===== src/rtl/seg_disp_pkg.sv =====
package seg_disp_pkg;

    localparam int IDX_W = 16;

    typedef logic [IDX_W-1:0] idx_t;

    // erroneous range [first, stop)
    typedef struct packed {
        idx_t first;
        idx_t stop;
    } seg_t;

    typedef struct packed {
        idx_t start;
        idx_t len;
        logic init_zero;
        logic final_zero;
    } job_t;

endpackage


===== src/rtl/seg_fifo.sv =====
module seg_fifo
    import seg_disp_pkg::*;
#(
    parameter int DEPTH = 4
) (
    input  logic clk,
    input  logic rst_n,
    input  logic push_valid,
    input  seg_t push_data,
    output logic push_ready,
    output logic pop_valid,
    output seg_t pop_data,
    input  logic pop_en
);

    localparam int PTR_W = (DEPTH > 1) ? $clog2(DEPTH) : 1;
    localparam int CNT_W = $clog2(DEPTH + 1);
    localparam logic [CNT_W-1:0] FULL_C = CNT_W'(DEPTH);
    localparam logic [PTR_W-1:0] LAST_C = PTR_W'(DEPTH - 1);

    typedef struct packed {
        seg_t [DEPTH-1:0]  mem;
        logic [PTR_W-1:0]  wr;
        logic [PTR_W-1:0]  rd;
        logic [CNT_W-1:0]  cnt;
    } fifo_st_t;

    fifo_st_t st_d, st_q;
    logic push, pop;

    always_comb begin
        st_d       = st_q;
        push_ready = (st_q.cnt != FULL_C);
        pop_valid  = (st_q.cnt != '0);
        pop_data   = st_q.mem[st_q.rd];
        push       = push_valid && push_ready;
        pop        = pop_en && pop_valid;
        if (push) begin
            st_d.mem[st_q.wr] = push_data;
            st_d.wr = (st_q.wr == LAST_C) ? '0 : st_q.wr + PTR_W'(1);
        end
        if (pop) begin
            st_d.rd = (st_q.rd == LAST_C) ? '0 : st_q.rd + PTR_W'(1);
        end
        if (push && !pop) begin
            st_d.cnt = st_q.cnt + CNT_W'(1);
        end else if (pop && !push) begin
            st_d.cnt = st_q.cnt - CNT_W'(1);
        end
    end

    always_ff @(posedge clk) begin
        if (!rst_n) begin
            st_q <= '0;
        end else begin
            st_q <= st_d;
        end
    end


    fifo_no_overflow_chk: assert property (@(posedge clk) disable iff (!rst_n)
        (push_valid && !push_ready && !pop_en) |=> (st_q.cnt == FULL_C));


    fifo_bound_chk: assert property (@(posedge clk) disable iff (!rst_n)
        st_q.cnt <= FULL_C);

endmodule


===== src/rtl/job_splitter.sv =====
module job_splitter
    import seg_disp_pkg::*;
#(
    parameter int CAP_L = 150,
    parameter int K     = 7,
    parameter int CNT_W = 32
) (
    input  logic             clk,
    input  logic             rst_n,
    input  logic             seg_valid,
    input  seg_t             seg,
    output logic             seg_take,
    output logic             job_valid,
    output job_t             job,
    input  logic             job_take,
    output logic [CNT_W-1:0] skip_cnt
);

    localparam idx_t CAP_C   = idx_t'(CAP_L);
    localparam idx_t ACQ_C   = idx_t'(5 * K);
    localparam idx_t TRUNC_C = idx_t'(5 * K);
    localparam idx_t MAXLEN_C = idx_t'(CAP_L + 10 * K);

    typedef struct packed {
        logic             active;
        logic             first;
        idx_t             cur;
        idx_t             stop;
        idx_t             prev_end;
        logic [CNT_W-1:0] skipped;
    } split_st_t;

    split_st_t st_d, st_q;
    idx_t remaining, core;
    logic last;

    always_comb begin
        st_d      = st_q;
        remaining = st_q.stop - st_q.cur;
        last      = (remaining <= CAP_C);
        core      = last ? remaining : CAP_C;

        job.start      = st_q.first ? st_q.cur : st_q.cur - ACQ_C;
        job.len        = core + (st_q.first ? '0 : ACQ_C) + (last ? '0 : TRUNC_C);
        job.init_zero  = st_q.first;
        job.final_zero = last;
        job_valid      = st_q.active;

        seg_take = !st_q.active && seg_valid;
        if (seg_take) begin
            st_d.skipped  = st_q.skipped + CNT_W'(seg.first - st_q.prev_end);
            st_d.prev_end = seg.stop;
            st_d.cur      = seg.first;
            st_d.stop     = seg.stop;
            st_d.first    = 1'b1;
            st_d.active   = (seg.stop != seg.first);
        end
        if (st_q.active && job_take) begin
            if (last) begin
                st_d.active = 1'b0;
            end else begin
                st_d.cur   = st_q.cur + CAP_C;
                st_d.first = 1'b0;
            end
        end
        skip_cnt = st_q.skipped;
    end

    always_ff @(posedge clk) begin
        if (!rst_n) begin
            st_q <= '0;
        end else begin
            st_q <= st_d;
        end
    end


    split_len_cap_chk: assert property (@(posedge clk) disable iff (!rst_n)
        job_valid |-> (job.len <= MAXLEN_C));


    split_nonempty_chk: assert property (@(posedge clk) disable iff (!rst_n)
        job_valid |-> (job.len != '0));


    split_cursor_chk: assert property (@(posedge clk) disable iff (!rst_n)
        (job_valid && job_take && !job.final_zero) |=> (job_valid && !job.init_zero));

endmodule


===== src/rtl/gap_skip_dispatcher.sv =====
module gap_skip_dispatcher
    import seg_disp_pkg::*;
#(
    parameter int CAP_L      = 150,
    parameter int K          = 7,
    parameter int FIFO_DEPTH = 4,
    parameter int CNT_W      = 32
) (
    input  logic             clk,
    input  logic             rst_n,
    input  logic             seg_valid_i,
    output logic             seg_ready_o,
    input  logic [IDX_W-1:0] seg_first_i,
    input  logic [IDX_W-1:0] seg_end_i,
    output logic [1:0]       job_valid_o,
    input  logic [1:0]       job_ready_i,
    output logic [IDX_W-1:0] job_start_o,
    output logic [IDX_W-1:0] job_len_o,
    output logic             job_init_zero_o,
    output logic             job_final_zero_o,
    input  logic [1:0]       job_done_i,
    output logic [CNT_W-1:0] jobs_issued_o,
    output logic [CNT_W-1:0] skipped_steps_o
);

    typedef struct packed {
        logic             turn;
        logic [1:0]       busy;
        logic [CNT_W-1:0] issued;
    } disp_st_t;

    disp_st_t st_d, st_q;
    seg_t in_seg, head_seg;
    logic head_valid, head_take;
    logic job_avail, take;
    logic [1:0] hs;
    job_t cur_job;

    assign in_seg = '{first: seg_first_i, stop: seg_end_i};

    seg_fifo #(.DEPTH(FIFO_DEPTH)) fifo_i (
        .clk        (clk),
        .rst_n      (rst_n),
        .push_valid (seg_valid_i),
        .push_data  (in_seg),
        .push_ready (seg_ready_o),
        .pop_valid  (head_valid),
        .pop_data   (head_seg),
        .pop_en     (head_take)
    );

    job_splitter #(.CAP_L(CAP_L), .K(K), .CNT_W(CNT_W)) split_i (
        .clk       (clk),
        .rst_n     (rst_n),
        .seg_valid (head_valid),
        .seg       (head_seg),
        .seg_take  (head_take),
        .job_valid (job_avail),
        .job       (cur_job),
        .job_take  (take),
        .skip_cnt  (skipped_steps_o)
    );

    always_comb begin
        st_d        = st_q;
        job_valid_o = {2{job_avail}} & ~st_q.busy & {st_q.turn, ~st_q.turn};
        hs          = job_valid_o & job_ready_i;
        take        = |hs;
        st_d.busy   = (st_q.busy & ~job_done_i) | hs;
        st_d.turn   = st_q.turn ^ take;
        st_d.issued = st_q.issued + CNT_W'(take);
    end

    always_ff @(posedge clk) begin
        if (!rst_n) begin
            st_q <= '0;
        end else begin
            st_q <= st_d;
        end
    end

    assign job_start_o      = cur_job.start;
    assign job_len_o        = cur_job.len;
    assign job_init_zero_o  = cur_job.init_zero;
    assign job_final_zero_o = cur_job.final_zero;
    assign jobs_issued_o    = st_q.issued;


    alt_port0_chk: assert property (@(posedge clk) disable iff (!rst_n)
        hs[0] |=> !job_valid_o[0]);


    alt_port1_chk: assert property (@(posedge clk) disable iff (!rst_n)
        hs[1] |=> !job_valid_o[1]);


    hold_stable_chk: assert property (@(posedge clk) disable iff (!rst_n)
        (job_valid_o[0] && !job_ready_i[0]) |=>
            (job_valid_o[0] && $stable(job_start_o) && $stable(job_len_o)));


    issue_count_chk: assert property (@(posedge clk) disable iff (!rst_n)
        take |=> (jobs_issued_o != $past(jobs_issued_o)));

endmodule


===== config.mk =====
export PLATFORM = sky130hd
export DESIGN_NAME = gap_skip_dispatcher
export DESIGN_NICKNAME = d
export VERILOG_FILES = /design/src/rtl/seg_disp_pkg.sv /design/src/rtl/seg_fifo.sv /design/src/rtl/job_splitter.sv /design/src/rtl/gap_skip_dispatcher.sv
export SDC_FILE = /design/constraint.sdc
export NUM_CORES = 1
export LEC_CHECK = 0
export ABC_CLOCK_PERIOD_IN_PS = 8000
export BUFFER_PORTS_ARGS = -buffer_cell sky130_fd_sc_hd__buf_4
export CAP_MARGIN = 20
export CORE_ASPECT_RATIO = 0.6
export CORE_UTILIZATION = 60
export CTS_BUF_LIST = sky130_fd_sc_hd__clkbuf_8
export DETAILED_ROUTE_END_ITERATION = 8
export PLACE_DENSITY = 0.81
export RECOVER_POWER = 25
export SYNTH_ARGS = -nofsm -noshare
export SYNTH_HDL_FRONTEND = slang
export SYNTH_SLANG_ARGS = --single-unit

===== constraint.sdc =====
create_clock -name clk -period 8 [get_ports clk]
set_input_delay 0.4 -clock clk [delete_from_list [all_inputs] [get_ports clk]]
set_output_delay 0.4 -clock clk [all_outputs]
set_load 0.02 [all_outputs]

==> results by stage, run 1 <==
Drt:
- The first detailed-routing pass took 8 iterations.
- The count of nets left with antenna violations after detail routing is 0.
- The detail-routed net length per standard cell is 17.9 um.
- The via density per instance is 5.98.
- The DRC violation count after routing is 0.
- After the first detailed-routing iteration, the DRC count stood at 1414.
- The routed design has 37800 um of wire.
- Across all layers, the routed design uses 12600 vias.

Placement:
- The half-perimeter wire length of the detailed placement result is 26100 um.
- The number of port buffers is 132.
- The count of placed standard cells including taps is 2040.
- The global placement routability congestion is 0.960.

Setup path:
- For the worst setup path, the data required time is 7.60 ns.
- Data arrives at the worst endpoint at 6.17 ns.
- The worst setup path is launched from a flip-flop.
- In this run the worst path has a maximum fanout of 21.
- The signal on the critical path passes through inv_1 -> ha_1 -> nand2_1 -> nand2_1 -> o221ai_1 -> a311o_1 -> a2111oi_0 -> nand4_1 -> a31oi_1 -> and2_1 -> nand2_1 -> fa_1 -> ha_1 -> inv_1 -> fa_1 -> nor2_1 -> nand2_1 -> xnor2_1 -> buf_4.
- The largest single stage delay on the critical path is 0.73 ns.
- The critical setup path kind is reg2out.
- The cell type with the highest occurrence count on the critical path is sky130_fd_sc_hd__nand2_1.
- The count of buffering cells on the critical path with inverters included is 3.
- The worst setup path is captured at an output pin.
- The worst register-to-register path has a depth of 22.
- Counting buffers and inverters, the worst setup path is 19 cells deep.
- The kind of cell with the highest combined delay along the critical path is adder cells.
- The cell type of the slowest stage on the worst timing path is sky130_fd_sc_hd__and2_1.

Cells and area:
- Summing all flip-flop and latch instances after layout gives 4730 um2.
- After the flow finishes, the layout carries non-filler instances totaling 2107.
- The share of post-route cells with drive strength above 1 is 10.3%.
- The multi-input combinational cell area is 8060 um2.
- The filler cell count in the final layout is 1923.
- The number of nets in the finished design is 1895.
- Relative to the synthesized area, the layout overhead comes to 8.31%.
- 0 antenna diodes ended up in the layout.
- The utilization of the core after routing is 67.2%.

Logic synthesis:
- The biggest area contributor in the post-synthesis netlist is sky130_fd_sc_hd__dfxtp_1.
- The post-synthesis average cell area is 7.97 um2.
- The netlist area before placement is 13900 um2.
- The number of flops mapped to enable cells by yosys is 0.
- The synthesized design contains 236 register bits.
- Yosys printed 0 warnings.
- The number of distinct library cells after synthesis is 70.
- The fraction of registers with async set/reset is 0%.
- The commonest register cell after synthesis is sky130_fd_sc_hd__dfxtp_1.
- The gate count after technology mapping is 1743.
- The register area share after synthesis is 34.0%.
- Sorting the synthesized cells by area gives the leading types as sky130_fd_sc_hd__dfxtp_1 (34%), sky130_fd_sc_hd__nand2_1 (11%), sky130_fd_sc_hd__a21oi_1 (8.5%), sky130_fd_sc_hd__ha_1 (6.8%), sky130_fd_sc_hd__mux4_2 (5.2%).
- The area share of the largest cell type after synthesis is 34.0%.

GRT:
- The fraction of met1 tracks used by global routing is 46.6%.
- After global routing the overflow that remains totals 0.
- Global routing consumed, on the met2 layer, 45.4% of the routing resources.
- The initial antenna violation count is 0.
- The first-pass GRT wire length is 60200 um.
- The total global-route track usage is 31.9%.
- The number of global-route vias before repair is 11600.
- The layer with the highest usage is met1.
- In the global route stage, met3 resource usage came out at 8.68%.
- Entering global routing, the biggest net connects 151 pins.

Hold path:
- The path category of the worst min-delay check is in2reg.
- The number of cells on the worst hold path is 3.

STA:
- Setup repair after global routing left no endpoint under its margin.
- Measured against its own limit, the worst slew margin works out to -19.7%.
- The number of hold violations in the final report is 0.
- For the pin with the worst max-slew slack, the measured transition is 1.80 ns.
- Of the available clock period, the critical path in the final layout requires 82.1%.
- The post-route setup TNS is 0 ns.
- On the final layout, the worst clock skew is 0.0305 ns.
- The shortest clock period the worst path allows after layout is 6.57 ns.
- The maximum clock frequency is 152 MHz.
- The max-slew violation count is 132.
- Setup violations remaining at the end of the flow were counted as 0.

Clock tree:
- The post-CTS setup buffer count is 0.
- The cell sitting at the root of the clock tree is a sky130_fd_sc_hd__clkbuf_8.
- The number of hold buffers added after CTS is 0.
- Clock-pin slew was measured on the worst setup and hold paths at 0.07 ns.
- The H-tree depth is 2.
- The clock sink count is 236.
- Counting the buffers created by CTS gives 37.
- The later pin in the worst-skew pair is clocked with a latency of 0.57 ns.
- The worst-case clock buffer depth is 3.
- TritonCTS built the clock tree.
- The quantity of gates resized following cts is 0.

Floorplan:
- The top-level I/O count is 140.
- The effective utilization at floorplan is 62.1%.
- The number of placement rows is 42.
- The floorplan step set the die width to 198 um.
- The area enclosed by the die boundary is 23800 um2.
- The die outline height is 120 um.
- The core region is 22400 um2.

Run status:
- The flow ran to the end, but the final reports show violations.
- The checks that failed: max-capacitance violations, max-slew violations.

Power and ir drop:
- Sequential cells burn 23.6% of the power.
- The analysis attributes to net switching a power of 0.00286 W.
- The static leakage is 5.83 nW.
- The switching share of power is 46.1%.
- Combinational logic burns 59.6% of the power.
- Of the total power, the clock network draws 16.8%.
- VDD sags by at most 0.200 mV.
- In this run the power density over the cells is 412 nW/um2.
- The cell internal power dissipation is 0.00334 W.

Flow run:
- Max-cap violations in this run came to 4.
[layout make-up]
type                            instances  area share, %
Tap cell                              308           2.56
Inverter                               66           1.70
Clock buffer                           48           4.39
Clock inverter                         18          0.582
Multi-Input combinational cell       1283           53.5
Sequential cell                       236           31.4
Timing Repair Buffer                  148           5.82
[state kept, by name (all words and copies together) (netlist names)]
| signal | flops |
|---|---|
| fifo_i.st_q | 135 |
| jobs_issued_o | 32 |
| split_i.skip_cnt | 32 |
| split_i.st_q | 32 |
| st_q | 3 |
| split_i.job | 1 |
| split_i.job_valid | 1 |
[through the flow]
| stage | hold WS (ns) | total power [W] | setup WS, ns | cell area [um2] |
|---|---|---|---|---|
| floorplan | 0.433 | 0.00422 | 1.18 | 13900 |
| global placement | 0.439 | 0.00505 | 1.86 | 14500 |
| detailed placement | 0.445 | 0.00512 | 1.71 | 14500 |
| CTS | 0.0856 | 0.00618 | 1.59 | 15300 |
| global route | 0.0945 | 0.00664 | 0.980 | 15000 |
| finish | 0.108 | 0.00620 | 1.43 | 15000 |
[synth_stat cells, drive strengths merged (21+ instances only)]
library cell	count
nand3	38
nand4	21
clkbuf	75
xor2	35
nand2	399
xnor2	73
a21o	21
inv	64
buf	89
a21oi	236
o21ai	46
nor2	71
dfxtp	236
mux4	32
ha	76
[cells in the final DEF, fill, tap and decap left out, types with 8 or more instances in the layout]
cell type,instances
sky130_fd_sc_hd__nand2_1,399
sky130_fd_sc_hd__a21oi_1,235
sky130_fd_sc_hd__dfxtp_1,234
sky130_fd_sc_hd__buf_4,79
sky130_fd_sc_hd__ha_1,76
sky130_fd_sc_hd__inv_1,73
sky130_fd_sc_hd__xnor2_1,72
sky130_fd_sc_hd__nor2_1,70
sky130_fd_sc_hd__clkbuf_1,68
sky130_fd_sc_hd__clkbuf_8,48
sky130_fd_sc_hd__o21ai_0,43
sky130_fd_sc_hd__nand3_1,38
sky130_fd_sc_hd__xor2_1,35
sky130_fd_sc_hd__mux4_2,32
sky130_fd_sc_hd__a21o_1,21
sky130_fd_sc_hd__nand4_1,21
sky130_fd_sc_hd__and3_1,19
sky130_fd_sc_hd__a31oi_1,17
sky130_fd_sc_hd__a211oi_1,16
sky130_fd_sc_hd__nor3_1,15
sky130_fd_sc_hd__or3_1,15
sky130_fd_sc_hd__nor2b_1,12
sky130_fd_sc_hd__and2_1,12
sky130_fd_sc_hd__o21bai_1,10
sky130_fd_sc_hd__nand2b_1,9
sky130_fd_sc_hd__o21a_1,8
sky130_fd_sc_hd__fa_1,8
[worst register-to-register path, delay by kind of cell, from the launching register on]
family          cells  cell delay [ns]
simple gates        3             0.69
compound gates     13             3.15
fa+ha+maj           2             0.67
mux                 1             0.65
flops               1             0.50
buf+inv             1             0.45
xor+xnor            2             0.25
[metal layers]
metal,up-vias,share of wire [%]
met3,73,12
met5,-,0
met2,697,42
li1,5973,-
met4,0,2.1
met1,5861,44
[cells by family (layout without fill, tap and decap cells)]
group	Yosys count	after routing	share of synthesized area, %
compound gates	406	406	17.0
simple gates	639	639	20.1
mux	39	39	5.73
buf+inv	230	280	8.25
xor+xnor	108	108	6.86
flops	236	236	34.0
fa+ha+maj	84	84	8.00
other cells	1	7	0.0270
[worst paths after layout]
| path | start | endpoint | slack, ns |
|---|---|---|---|
| max | split_i.st_q[73] | job_len_o[5] | 1.43 |
| min | seg_first_i[6] | fifo_i.st_q[61] | 0.11 |
| max reg2reg | fifo_i.st_q[4] | split_i.skip_cnt[31] | 1.58 |
| min reg2reg | fifo_i.st_q[69] | fifo_i.st_q[69] | 0.45 |
[power groups by stage]
| stage | Clock, W | Combinational, W | Sequential, W |
|---|---|---|---|
| after global routing | 0.00112 | 0.00405 | 0.00148 |
| final | 0.00104 | 0.00370 | 0.00146 |
| after floorplan | 0 | 0.00280 | 0.00142 |
| after detailed placement | 0 | 0.00364 | 0.00148 |
| after CTS | 0.00106 | 0.00366 | 0.00146 |
| after global placement | 0 | 0.00357 | 0.00148 |
Note: power is estimated with default switching activity, not from simulation.
==> run 2, diff against run 1 <==
--- a/config.mk
+++ b/config.mk
@@ -5,7 +5,7 @@
 export SDC_FILE = /design/constraint.sdc
 export NUM_CORES = 1
 export LEC_CHECK = 0
-export ABC_CLOCK_PERIOD_IN_PS = 8000
+export ABC_CLOCK_PERIOD_IN_PS = 6600
 export BUFFER_PORTS_ARGS = -buffer_cell sky130_fd_sc_hd__buf_4
 export CAP_MARGIN = 20
 export CORE_ASPECT_RATIO = 0.6
==> constraint.sdc (replaced) <==
create_clock -name clk -period 6.6 [get_ports clk]
set_input_delay 0.33 -clock clk [delete_from_list [all_inputs] [get_ports clk]]
set_output_delay 0.33 -clock clk [all_outputs]
set_load 0.02 [all_outputs]
==> run 2 against run 1 <==
  * The run still ends with max-capacitance violations, max-slew violations left
  * Sequential share of layout area is 0.055 points lower
  * Critical path depth grew 4
  * Cell area grew 0.17%
  * Die area is the same
  * Clock power increased by 26%
  * Flip-flop and latch count unchanged
  * Utilization is 0.12 points higher
  * Via count rose by 0.33%
  * Final cell count unchanged
  * Highest routed layer unchanged
  * Hold slack worse by 0.073 ns
  * Global-route usage is 0.39 points higher
  * First-iteration DRC count rose by 1.2%
==> results by stage, run 2 (synthesized netlist as in run 1, its figures left out) <==
Run status:
- The flow ran to the end, but the final reports show violations.
- The checks that failed: max-capacitance violations, max-slew violations.

STA:
- The least setup slack across all paths after layout was 0.437 ns (-0.994 ns).
- The worst max-slew margin expressed relative to the limit is -21.1% (-1.3 points).
- The pin slew with the least headroom to its limit is 1.82 ns (+0.0198 ns).
- Dividing the final minimum period by the clock period gives 93.4%.
- Setup repair after global routing left no endpoint under its margin.
- The max-slew violation count is 99 (-25%).
- The worst clock skew is 0.0325 ns (+0.00195 ns).
- The setup-violating endpoint count in the final report is 0 (unchanged).
- The number of hold violations in the final report came to 0 (unchanged).
- The routed design could run at a clock period as short as 6.16 ns.
- The maximum clock frequency is 162 MHz.
- The post-route setup TNS is 0 ns (unchanged).

Flow run:
- The count of maximum capacitance violations is 3 (-1).

Cells and area:
- The number of nets in the finished design is 1895 (unchanged).
- In the layout the commonest cells are sky130_fd_sc_hd__nand2_1 (399), sky130_fd_sc_hd__a21oi_1 (234), sky130_fd_sc_hd__dfxtp_1 (234).
- The flip-flop count of the largest register, all copies and words added came to 135 (unchanged).
- More flip-flops sit in one register than any other, and that register is fifo_i.st_q.
- The most common cell after layout, fill and taps aside is sky130_fd_sc_hd__nand2_1.
- The filler cell count in the final layout is 1932 (+0.47%).
- The number of antenna repair diodes was 0 (unchanged).
- The share of post-route cells with drive strength above 1 came to 10.4% (+0.056 points).
- Compared with the post-synthesis result, the final layout area differs by 8.50%.

Clock tree:
- The number of hold buffers added after CTS came to 0 (unchanged).
- The post-CTS setup buffer count is 0 (unchanged).
- The number of buffers created by CTS is 36 (-2.7%).
- The root cell of the clock tree is sky130_fd_sc_hd__clkbuf_8.
- TritonCTS built the clock tree.
- The H-tree depth is 2 (unchanged).
- The clock sink count is 236 (unchanged).
- The clock network latency to the later pin of the worst-skew pair came to 0.57 ns (about the same).
- The CTS clock-pin slew for the worst setup and hold paths was 0.07 ns (about the same).
- The worst-case clock buffer depth is 3 (unchanged).

Setup path:
- Walking the worst path, the cells encountered are mux4_2 -> ha_1 -> nor2b_1 -> o21ai_0 -> a21boi_0 -> o21ai_0 -> a21oi_1 -> and4_1 -> o31ai_1 -> o211ai_1 -> a21oi_1 -> xnor2_1 -> ha_1 -> a211oi_1 -> o21bai_1 -> nand2b_1 -> or4_1 -> a31oi_1 -> o31a_1 -> o21ai_1 -> a31oi_1 -> xor2_1 -> o21ai_0.
- The critical setup path kind is reg2reg.
- The cell type with the highest occurrence count on the critical path is sky130_fd_sc_hd__o21ai_0.
- The data arrival time at the worst-slack endpoint is 6.60 ns (+0.43 ns).
- The biggest fanout along the worst timing path is 7 (-67%).
- STA classifies the critical path endpoint as a flip-flop.
- The kind of start point of the critical path is a flip-flop.
- The cell type of the slowest stage on the worst timing path is sky130_fd_sc_hd__mux4_2.
- The endpoint required time on the critical path came to 7.04 ns (-0.56 ns).
- The highest cell delay on the worst timing path came to 0.63 ns (-0.10 ns).

GRT:
- The total global-route track usage was 32.3% (+0.39 points).
- The largest net degree at the start of global routing came to 147 (-2.6%).
- The overflow left after global routing is 0 (unchanged).
- The number of global-route vias before repair is 11500 (-1.4%).
- The first-pass GRT wire length is 61100 um (+1.4%).
- The initial antenna violation count is 0 (unchanged).

Floorplan:
- The effective utilization at floorplan is 62.1% (unchanged).
- The number of placement rows came to 42 (unchanged).
- The area of the placeable core came to 22400 um2 (unchanged).
- The die outline height came to 120 um (unchanged).
- The top-level I/O count is 140 (unchanged).
- The area enclosed by the die boundary is 23800 um2 (unchanged).
- The width of the die is 198 um (unchanged).

Placement:
- The global placement routability congestion is 0.966 (+0.56%).
- The number of port buffers is 132 (unchanged).
- The pre-CTS setup slack is 0.516 ns (-1.20 ns).
- The half-perimeter wire length of the detailed placement result is 26300 um (+0.82%).

Power and ir drop:
- The maximum vdd drop was 0.267 mV (+33%).
- The static leakage was 5.85 nW (+0.25%).
- The ratio of total power to cell area is 502 nW/um2 (+22%).

Drt:
- The via density per instance is 6.00 (+0.33%).
- The number of detailed-route iterations in the first pass came to 6 (-2).
- The initial detailed-routing violation count is 1431 (+1.2%).
- The detail-routed net length per standard cell is 18.2 um (+1.3%).
- The DRC violation count after routing is 0 (unchanged).
- The sum of routed wire length over all layers came to 38200 um (+1.3%).
- The total via count after detailed routing is 12600 (+0.33%).
- The count of nets left with antenna violations after detail routing was 0 (unchanged).

Hold path:
- The path category of the worst min-delay check is in2reg.
==> run 2: changes by cell type in the layout (fill, tap and decap cells not counted), sizes merged <==
cell | previous run | this run
inv | 78 | 77
clkbuf | 116 | 118
clkinv | 5 | 4
bufinv | 0 | 1
clkinvlp | 1 | 0
==> run 2: final timing paths <==
kind / from / endpoint / slack, ns / depth (start not counted)
setup / recovery: fifo_i.st_q[4] / split_i.skip_cnt[30] / 0.44 / 23
hold / removal: seg_first_i[6] / fifo_i.st_q[93] / 0.04 / 3
setup reg to reg: fifo_i.st_q[4] / split_i.skip_cnt[30] / 0.44 / 23
hold reg to reg: fifo_i.st_q[39] / fifo_i.st_q[39] / 0.45 / 2
==> run 2: cell type report <==
cell class / count / area (um2) / area share (%)
flip-flops and latches: 236 / 4730 / 31.4
well taps: 308 / 385 / 2.56
repair buffers: 149 / 860 / 5.70
clock buffers: 49 / 674 / 4.47
inverters: 66 / 255 / 1.69
clock inverters: 16 / 105 / 0.697
multi-input cells: 1283 / 8070 / 53.5
==> run 2: metal layers <==
layer	routed length (um)	vias to the layer above	part of all wire [%]	GRT usage [%]
met5	0	-	0	0
met4	631	0	1.6	7.69
met3	3890	63	10	5.71
met2	16200	610	42	47.1
met1	17500	5987	46	49.2
li1	-	5986	-	-
==> run 2: repair_timing <==
| item | in CTS | in global routing |
|---|---|---|
| endpoints found under the setup margin | 0 | 1 |
| hold endpoints to repair | 0 | 0 |
| resized for setup | 0 | 1 |
==> run 2: stage by stage <==
step	util [%]	hold WS (ns)	instance area [um2]	power, W	std cells
2_1_floorplan	-	0.433	13900	0.00512	1749
3_3_place_gp	65.0	0.438	14500	0.00613	2042
3_5_place_dp	65.0	0.446	14500	0.00622	2042
4_1_cts	68.5	0.0155	15300	0.00754	2107
5_1_grt	67.3	0.0148	15100	0.00807	2107
6_report	67.3	0.0353	15100	0.00757	2107
==> run 2: power by group <==
group	internal (W)	switching (W)	leakage, nW
Sequential	0.00159	0.000177	1.92
Clock	0.000705	0.000602	0.446
Combinational	0.00181	0.00268	3.48
Total	0.00411	0.00346	5.85
==> run 2: critical path: cells and delay by family, from the launching register on <==
family                   cells  cell delay [ns]
AO/OA/AOI/OAI               14             3.12
XOR/XNOR                     2             0.29
adder cells (fa/ha/maj)      2             0.61
flip-flops                   1             0.45
multiplexers                 1             0.63
AND/OR/NAND/NOR              4             0.94
==> run 3, diff against run 2 <==
--- a/config.mk
+++ b/config.mk
@@ -13,7 +13,7 @@
 export CTS_BUF_LIST = sky130_fd_sc_hd__clkbuf_8
 export DETAILED_ROUTE_END_ITERATION = 8
 export PLACE_DENSITY = 0.81
-export RECOVER_POWER = 25
+export RECOVER_POWER = 50
 export SYNTH_ARGS = -nofsm -noshare
 export SYNTH_HDL_FRONTEND = slang
 export SYNTH_SLANG_ARGS = --single-unit
==> run 3 against run 2 <==
  * The run still ends with max-capacitance violations, max-slew violations left
  * Utilization is 0.067 points lower
  * Sequential power hardly changed
  * Largest power group unchanged
  * Critical endpoint unchanged
  * Critical path depth stayed put
  * Final cell count stayed put
  * Register-to-register slack hardly changed
  * First-iteration DRC count hardly changed
  * Highest routed layer unchanged
==> results by stage, run 3 (synthesized netlist as in run 1, its figures left out) <==
Cells and area:
- In the layout the commonest cells are sky130_fd_sc_hd__nand2_1 (399), sky130_fd_sc_hd__a21oi_1 (234), sky130_fd_sc_hd__dfxtp_1 (234).
- The number of antenna repair diodes is 0 (unchanged).
- Leaving out fill and tap cells, the most frequent cell in the layout is sky130_fd_sc_hd__nand2_1.
- The number of nets in the finished design is 1895 (unchanged).
- The final design instance area without fill was 15100 um2 (about the same).
- The largest register by flop count is fifo_i.st_q.
- The share of post-route cells with drive strength above 1 is 10.2% (-0.22 points).
- The area overhead of the layout relative to synthesis came to 8.39% (about the same).
- The flip-flop count of the largest register, all copies and words added was 135 (unchanged).
- The utilization of the core after routing was 67.3% (about the same).

Clock tree:
- The clock sink count came to 236 (unchanged).
- The H-tree depth was 2 (unchanged).
- The clock network latency to the later pin of the worst-skew pair is 0.57 ns (about the same).
- The CTS clock-pin slew for the worst setup and hold paths is 0.07 ns (about the same).
- The worst-case clock buffer depth is 3 (unchanged).
- The number of buffers created by CTS is 36 (unchanged).
- The post-CTS setup buffer count is 0 (unchanged).
- TritonCTS built the clock tree.
- Clock tree synthesis selected as its root buffer the cell sky130_fd_sc_hd__clkbuf_8.

Placement:
- The instance area after placement came to 14500 um2 (unchanged).
- The half-perimeter wire length of the detailed placement result was 26300 um (unchanged).
- The global placement routability congestion is 0.966 (unchanged).
- The pre-CTS setup slack was 0.516 ns (unchanged).
- The number of port buffers is 132 (unchanged).

STA:
- The pin slew with the least headroom to its limit is 1.83 ns (+0.0186 ns).
- The post-route setup TNS is 0 ns (unchanged).
- The worst clock skew came to 0.0337 ns (+0.00127 ns).
- The share of the clock period used by the worst path was 93.4% (about the same).
- The setup-violating endpoint count in the final report was 0 (unchanged).
- The max-slew violation count is 132 (+33%).
- The shortest clock period the worst path allows after layout is 6.17 ns (+0.00486 ns).
- The least setup slack across all paths after layout is 0.432 ns (-0.00486 ns).
- The number of hold violations in the final report is 0 (unchanged).
- The maximum clock frequency is 162 MHz (about the same).
- Setup repair after global routing left no endpoint under its margin.
- The worst hold-check slack is 0.0352 ns (-0.000124 ns).
- The worst max-slew margin expressed relative to the limit came to -22.3% (-1.2 points).

GRT:
- The largest net degree at the start of global routing is 147 (unchanged).
- The first-pass GRT wire length is 61100 um (unchanged).
- The number of global-route vias before repair was 11500 (unchanged).
- The initial antenna violation count is 0 (unchanged).
- The overflow left after global routing is 0 (unchanged).
- The total global-route track usage came to 32.3% (unchanged).

Setup path:
- The slowest stage of the critical path is the sky130_fd_sc_hd__mux4_2 cell.
- STA classifies the critical path startpoint as a flip-flop.
- The critical path is of the reg2reg type.
- The endpoint required time on the critical path was 7.03 ns (about the same).
- The endpoint type of the worst setup path is a flip-flop.
- The biggest fanout along the worst timing path was 7 (unchanged).
- The cell type with the highest occurrence count on the critical path is sky130_fd_sc_hd__o21ai_0.
- The highest cell delay on the worst timing path is 0.63 ns (about the same).
- The data arrival time at the worst-slack endpoint is 6.60 ns (about the same).
- The critical path goes through mux4_2 -> ha_1 -> nor2b_1 -> o21ai_0 -> a21boi_0 -> o21ai_0 -> a21oi_1 -> and4_1 -> o31ai_1 -> o211ai_1 -> a21oi_1 -> xnor2_1 -> ha_1 -> a211oi_1 -> o21bai_1 -> nand2b_1 -> or4_1 -> a31oi_1 -> o31a_1 -> o21ai_1 -> a31oi_1 -> xor2_1 -> o21ai_0.

Drt:
- The count of nets left with antenna violations after detail routing is 0 (unchanged).
- The via density per instance is 6.01 (+0.17%).
- The number of detailed-route iterations in the first pass came to 5 (-1).
- The initial detailed-routing violation count is 1432 (+0.070%).
- The detail-routed net length per standard cell is 18.2 um (about the same).
- The sum of routed wire length over all layers is 38300 um (about the same).
- The total via count after detailed routing is 12700 (+0.17%).
- The DRC violation count after routing is 0 (unchanged).

Power and ir drop:
- The static leakage was 5.83 nW (-0.24%).
- The maximum vdd drop is 0.267 mV (+0.19%).
- The ratio of total power to cell area is 502 nW/um2 (about the same).

Hold path:
- The min-delay analysis places its worst path in the category in2reg.

Floorplan:
- The area enclosed by the die boundary is 23800 um2 (unchanged).
- The area of the placeable core is 22400 um2 (unchanged).
- The top-level I/O count is 140 (unchanged).
- The number of placement rows is 42 (unchanged).
- The effective utilization at floorplan is 62.1% (unchanged).
- The width of the die is 198 um (unchanged).
- The die outline height is 120 um (unchanged).

Run status:
- The final reports fail on max-capacitance violations, max-slew violations.
- The flow ran to the end, but the final reports show violations.

Flow run:
- The count of maximum capacitance violations is 4 (+1).
## run 3: cell types whose count changed in the layout (fill, tap and decap cells not counted)
cell / change
sky130_fd_sc_hd__clkbuf_1: +4
sky130_fd_sc_hd__buf_4: -4
## run 3: worst max-delay path: cells and delay by family (launching register included)
| family | cells | cell delay, ns |
|---|---|---|
| AND/OR/NAND/NOR | 4 | 0.93 |
| multiplexers | 1 | 0.63 |
| adder cells (fa/ha/maj) | 2 | 0.61 |
| AO/OA/AOI/OAI | 14 | 3.11 |
| flip-flops | 1 | 0.45 |
| XOR/XNOR | 2 | 0.29 |
## run 3: timing repair
action	in CTS	in global routing
resized for setup	0	1
hold buffers	0	0
endpoints found under the setup margin	0	1
## run 3: worst paths after layout
check / startpoint / endpoint / slack [ns] / cells past startpoint
setup / recovery: fifo_i.st_q[4] / split_i.skip_cnt[30] / 0.43 / 23
hold / removal: seg_first_i[14] / fifo_i.st_q[69] / 0.04 / 3
setup reg to reg: fifo_i.st_q[4] / split_i.skip_cnt[30] / 0.43 / 23
hold reg to reg: fifo_i.st_q[39] / fifo_i.st_q[39] / 0.45 / 2
## run 3: cell type report
cell class | count | area, um2
clock buffer | 49 | 674
multi-input combinational | 1283 | 8070
sequential | 236 | 4730
tap | 308 | 385
clock inverter | 16 | 105
inverter | 66 | 255
timing repair buffer | 149 | 845
fill | 1934 | 7330
## run 3: layer usage
layer | up-vias | share of wire, % | GRT usage [%] | routed length, um
met5 | - | 0 | 0 | 0
met4 | 0 | 1.6 | 7.69 | 596
met3 | 60 | 10 | 5.71 | 3910
met2 | 619 | 43 | 47.1 | 16300
met1 | 6006 | 46 | 49.2 | 17500
li1 | 5983 | - | - | -
## run 3: power by group
group          switching, W  internal (W)
Sequential         0.000177       0.00159
Clock              0.000601      0.000705
Combinational       0.00268       0.00180
Total               0.00346       0.00410
## run 3: metrics by stage
step / std cells / power [W]
after detailed placement: 2042 / 0.00622
after global routing: 2107 / 0.00806
after floorplan: 1749 / 0.00512
final: 2107 / 0.00756
after CTS: 2107 / 0.00754
after global placement: 2042 / 0.00613
